$ cat config.mk
export PLATFORM = sky130hd
export DESIGN_NAME = irq_vector_ctl
export DESIGN_NICKNAME = d
export VERILOG_FILES = /design/src/rtl/irq_vector_ctl.sv
export SDC_FILE = /design/constraint.sdc
export NUM_CORES = 1
export LEC_CHECK = 0
export ABC_CLOCK_PERIOD_IN_PS = 2250
export BUFFER_PORTS_ARGS = -buffer_cell sky130_fd_sc_hd__buf_2
export CAP_MARGIN = 30
export CORE_ASPECT_RATIO = 1.25
export CORE_MARGIN = 2
export CORE_UTILIZATION = 44
export CTS_BUF_LIST = sky130_fd_sc_hd__clkbuf_8
export DETAILED_ROUTE_END_ITERATION = 6
export PLACE_DENSITY_LB_ADDON = 0.15
export SYNTH_ARGS = -nofsm -noshare
export SYNTH_HDL_FRONTEND = slang
export SYNTH_SLANG_ARGS = --single-unit
$ cat constraint.sdc
create_clock -name clk -period 2.25 [get_ports clk]
set_input_delay 0.1125 -clock clk [delete_from_list [all_inputs] [get_ports clk]]
set_output_delay 0.1125 -clock clk [all_outputs]
set_load 0.005 [all_outputs]
$ cat src/rtl/irq_vector_ctl.sv
module irq_vector_ctl #(
  parameter int          RST_SRCS     = 5,
  parameter int          NMI_SRCS     = 3,
  parameter logic [15:0] TABLE_BASE   = 16'hFFC0,
  parameter logic [29:0] SHARED_SLOTS = 30'h11CC_0000,
  parameter logic [15:0] RAM_LO       = 16'h0200,
  parameter logic [15:0] RAM_HI       = 16'h03FF,
  parameter logic [15:0] BOOT_LO      = 16'h0C00,
  parameter logic [15:0] BOOT_HI      = 16'h0FFF,
  parameter logic [15:0] INFO_LO      = 16'h1000,
  parameter logic [15:0] INFO_HI      = 16'h10FF,
  parameter logic [15:0] CODE_LO      = 16'hE000
) (
  input  logic                clk,
  input  logic                rst_n,
  input  logic                gie,
  input  logic [RST_SRCS-1:0] rst_req,
  input  logic [NMI_SRCS-1:0] nmi_flag,
  input  logic [NMI_SRCS-1:0] nmi_en,
  input  logic [29:0]         irq_flag,
  input  logic [29:0]         irq_en,
  input  logic                irq_take,
  input  logic [15:0]         rvec_word,
  input  logic                fetch_vld,
  input  logic [15:0]         fetch_addr,
  output logic                irq_req,
  output logic [15:0]         vec_addr,
  output logic [4:0]          vec_slot,
  output logic                ack,
  output logic [29:0]         flag_clr,
  output logic                lpm_force,
  output logic                fetch_fault
);
  localparam int SLOTS = 32;
  localparam int MSLOT = SLOTS - 2;
  localparam int SW    = $clog2(SLOTS);
  localparam logic [SW-1:0] TOP = SW'(SLOTS - 1);

  logic [SLOTS-1:0] elig;
  logic [SW-1:0]    win;
  logic [MSLOT-1:0] clr_nx;
  logic             boot_q;
  logic             addr_ok;

  assign elig[SLOTS-1]   = |rst_req;
  assign elig[SLOTS-2]   = |(nmi_flag & nmi_en);
  assign elig[MSLOT-1:0] = irq_flag & irq_en & {MSLOT{gie}};
  assign irq_req         = |elig;

  always_comb begin
    win = '0;
    for (int i = 0; i < SLOTS; i++)
      if (elig[i]) win = SW'(i);
  end

  always_comb begin
    for (int i = 0; i < MSLOT; i++)
      clr_nx[i] = (win == SW'(i)) && !SHARED_SLOTS[i];
  end

  assign addr_ok = (fetch_addr >= RAM_LO  && fetch_addr <= RAM_HI)  ||
                   (fetch_addr >= BOOT_LO && fetch_addr <= BOOT_HI) ||
                   (fetch_addr >= INFO_LO && fetch_addr <= INFO_HI) ||
                   (fetch_addr >= CODE_LO);

  always_ff @(posedge clk or negedge rst_n) begin
    if (!rst_n) begin
      vec_slot <= TOP;
      vec_addr <= TABLE_BASE + {10'd0, TOP, 1'b0};
      ack      <= 1'b0;
      flag_clr <= '0;
    end else if (irq_take && irq_req) begin
      vec_slot <= win;
      vec_addr <= TABLE_BASE + {10'd0, win, 1'b0};
      ack      <= 1'b1;
      flag_clr <= clr_nx;
    end else begin
      ack      <= 1'b0;
      flag_clr <= '0;
    end
  end

  always_ff @(posedge clk or negedge rst_n) begin
    if (!rst_n) begin
      boot_q    <= 1'b1;
      lpm_force <= 1'b0;
    end else if (boot_q) begin
      boot_q    <= 1'b0;
      lpm_force <= (rvec_word == 16'hFFFF);
    end
  end

  always_ff @(posedge clk or negedge rst_n) begin
    if (!rst_n) fetch_fault <= 1'b0;
    else        fetch_fault <= fetch_vld && !addr_ok;
  end
endmodule

==> impl_summary.txt <==
----------------------------------------------------
[Route]
  Post-route antenna net violation count ... 0
  Routed len/inst ... 12.8 um
  Number of vias after detailed routing ... 2149
  Via density per instance ... 5.19
  DRT Wirelength ... 5300 um
  Detailed-router iteration count before antenna repair ... 4
  DRC violation count after routing ... 0
  Number of violations reported at the end of detailed-routing iteration 0 ... 70

[Clock network]
  Number of buffers added by the clock tree synthesis step ... 5
  H-tree Lvls ... 2
  Clock-pin slew on the worst setup and hold paths ... 60 ps
  Clk sinks ... 33
  Root cell of the clock tree ... clkbuf_8
  Number of gates resized after cts ... 0
  Clock network latency to the later pin of the worst-skew pair ... 270 ps
  CTS Buffer Depth ... 2
  TritonCTS clock tree ... done

[Yosys]
  Largest family of logic cells by synthesized area ... compound AO/OA/AOI/OAI gates
  Register area share after synthesis ... 40.5%
  Proportion of synthesized flip-flops having asynchronous set or reset ... 100%
  Avg Cell Area, Syn ... 9.40 um2
  Number of instances in the synthesized netlist ... 219
  Ranking of synthesized cells by area ... dfrtp_1 (33%), buf_4 (8.0%), dfstp_2 (7.7%)
  Area share of the leading cell type in the synthesized netlist ... 32.8%
  Leading cell type by number of instances after synthesis ... dfrtp_1
  Number of enable flip-flop cells after synthesis ... 0
  Flop and latch count out of synthesis ... 33
  Synth cell types ... 48
  Yosys top cell by area ... dfrtp_1
  Most used DFF post-synth ... dfrtp_1
  Xor-xnor portion of the synthesized cell area ... 0%
  Fraction of the mapped netlist area in compound gates ... 24.6%
  Fraction of the mapped netlist area in adder cells ... 0%
  Fraction of synthesized area in multiplexers ... 1.64%
  Number of warnings reported in the yosys synthesis log ... 0
  Most used standard cells in the synthesized netlist ... dfrtp_1 (27), nand2_1 (24), nor3_1 (24)
  Area share of and/or/nand/nor cells after synthesis ... 22.1%
  Synth Cell Area ... 0.00206 mm2

[Floorplanning]
  Total Die Area ... 0.00524 mm2
  Die width ... 65.2 um
  Number of rows in the core area ... 27
  Boundary pin count ... 163
  Starting Density ... 46.2%
  Total core area ... 0.00446 mm2
  Die Y-Extent ... 80.5 um

[Timing]
  FMAX ... 0.593 GHz
  Number of failing hold endpoints at the final stage ... 0
  Final max-slew violation count ... 0
  Final critical-path share of the clock period ... 74.9%
  Time the worst path needs with I/O delays and setup ... 1690 ps
  RSZ-0062 raised after global routing ... false
  Slew at the pin with the worst max-slew slack ... 692 ps
  Headroom to the max-slew limit ... 53.9%
  Clock Skews ... 0.0165 ps
  Fin worst setup slack ... 564 ps
  Count of final setup violators ... 0
  Sum of negative setup slack ... 0 ps

[Placement]
  Placed cells ... 406
  Routability-driven placement congestion ratio ... 0.791
  Number of buffers inserted by port buffering ... 137
  Worst slack, placed ... 277 ps
  Detailed placer's ending HPWL ... 4420 um
  Cell area after placement ... 0.00269 mm2

[Global route]
  Wire length of the first global-routing pass ... 7960 um
  Maximum number of pins on one net before global-route repair ... 34
  Overall track demand over capacity in global routing ... 19.4%
  Number of antenna violations at the first check in global routing ... 0
  Remaining global-route overflow ... 0
  Via count of the first global-routing pass ... 1884

[Power]
  Peak supply drop ... 0.214 mV
  Comb pwr share ... 20.8%
  Net switching component of the power ... 0.333 mW
  Part of the total power dissipated in the clock network ... 32.7%
  Switching share of power ... 25.7%
  Cell area power density ... 466 mW/mm2
  Leak ... 1.42 nW
  Cell internal pwr ... 0.964 mW
  Share of power burned in registers ... 46.5%

[Final layout]
  Non-Filler Instances ... 414
  Final core utilization ... 62.5%
  Total non-filler cell area in the finished layout ... 0.00279 mm2
  Nets ... 464
  Ant. Diodes ... 0
  Fraction of final layout cells sized beyond drive strength 1 ... 45.5%
  Relative area change from synthesis to final layout ... 35.4%

[Setup path]
  Crit path kind ... input pin to flop
  Startpoint of the most critical register-to-register path ... boot_q$_DFF_PN1_
  Reg2reg setup slack ... 1120 ps
  Reg2reg path depth ... 4
  Critical path data arrival time ... 1870 ps
  Max FO, Critical Path ... 4
  Largest incremental delay on the critical path ... 410 ps
  Launching element type of the critical path ... input pin
  Beginning of the critical path ... nmi_flag[1]
  Cell chain of the critical path ... buf_2, a222oi_1, and3b_1, and2_1, nor3b_1, o211ai_1, nor3_1
  Critical-path cell with the highest stage delay ... a222oi_1
  Worst r2r dst ... lpm_force$_DFFE_PN0P_
  Sort of element at the end of the critical path ... flop
  Worst Path Required ... 2440 ps

[Flow run]
  Number of violations of the max-capacitance limit ... 0

[Hold path]
  Type of the most critical hold path ... input pin to flop
  Endpoint of the worst hold path ... fetch_fault$_DFF_PN0_
  Hold path startpoint ... fetch_vld
  Hold Crit Depth ... 3

[Status]
  Outcome ... completed

----------------------------------------------------
==> power groups by stage <==
stage	Combinational, mW	Sequential (mW)	Clock (mW)
after floorplan	0.149	0.615	0
after global placement	0.263	0.614	0
after detailed placement	0.268	0.614	0
after CTS	0.270	0.604	0.434
after global routing	0.302	0.604	0.456
final	0.270	0.604	0.424
==> flip-flops by register name, summed over array words and instances (netlist names) <==
| name | count |
|---|---|
| ack | 1 |
| boot_q | 1 |
| fetch_fault | 1 |
| flag_clr | 24 |
| lpm_force | 1 |
| vec_addr | 5 |
==> logic make-up (layout without fill, tap and decap cells) <==
group / count (synthesis) / count (layout)
buffers and inverters: 31 / 152
AND/OR/NAND/NOR: 88 / 88
flip-flops: 33 / 33
AO/OA/AOI/OAI: 62 / 62
other: 2 / 18
multiplexers: 3 / 3
==> metal layers <==
| metal | vias to the layer above | wire [um] | GRT usage [%] |
|---|---|---|---|
| li1 | 1072 | - | - |
| met1 | 961 | 2030 | 22.7 |
| met2 | 111 | 2780 | 35.9 |
| met3 | 5 | 419 | 2.52 |
| met4 | 0 | 65 | 6.46 |
| met5 | - | 0 | 0 |
==> through the flow <==
| stage | power, mW | hold WS, ps |
|---|---|---|
| floorplan | 0.764 | -183 |
| global placement | 0.877 | 186 |
| detailed placement | 0.882 | 193 |
| CTS | 1.31 | 43.1 |
| global route | 1.36 | 62.1 |
| finish | 1.30 | 48.4 |
==> worst max-delay path, delay by kind of cell <==
kind / cells / cell delay [ps]
and+or+nand+nor: 4 / 1000
AOI/OAI and AO/OA: 2 / 650
buffers and inverters: 1 / 90
==> layout make-up <==
class / instances / area (um2)
multi-input cells: 171 / 1060
flip-flops and latches: 33 / 833
inverters: 4 / 15.0
fillers: 446 / 1670
repair buffers: 141 / 718
well taps: 58 / 72.6
clock inverters: 1 / 3.75
clock buffers: 6 / 82.6
==> cell usage in the layout (no fill, tap or decap), drive strengths merged, types with 2 or more instances in the layout <==
| master | count |
|---|---|
| a32o | 3 |
| nand3b | 3 |
| and2 | 4 |
| dfstp | 6 |
| nand4 | 4 |
| a21oi | 12 |
| mux2 | 3 |
| a22o | 3 |
| a22oi | 16 |
| nor4 | 3 |
| nor3 | 24 |
| buf | 140 |
| a41o | 2 |
| nand3 | 7 |
| a32oi | 2 |
| inv | 5 |
| clkbuf | 6 |
| a2111oi | 2 |
| nand2 | 24 |
| nor2 | 10 |
| nor3b | 4 |
| a41oi | 3 |
| a21o | 2 |
| o21ai | 2 |
| dfrtp | 27 |
| conb | 18 |
| o211ai | 2 |
| a31oi | 4 |
==> what timing repair did <==
action,4_1_cts,5_1_grt
hold buffers,1,0
buffers inserted,0,0
endpoints found under the hold margin,27,0
==> worst max path at each step <==
stage / end
global route: flag_clr[10]$_DFF_PN0_
finish: flag_clr[10]$_DFF_PN0_
detailed placement: vec_addr[1]$_DFFE_PN1P_
global placement: vec_addr[1]$_DFFE_PN1P_
CTS: vec_addr[1]$_DFFE_PN1P_
floorplan: vec_addr[1]$_DFFE_PN1P_
(Power assumes the default switching activity.)
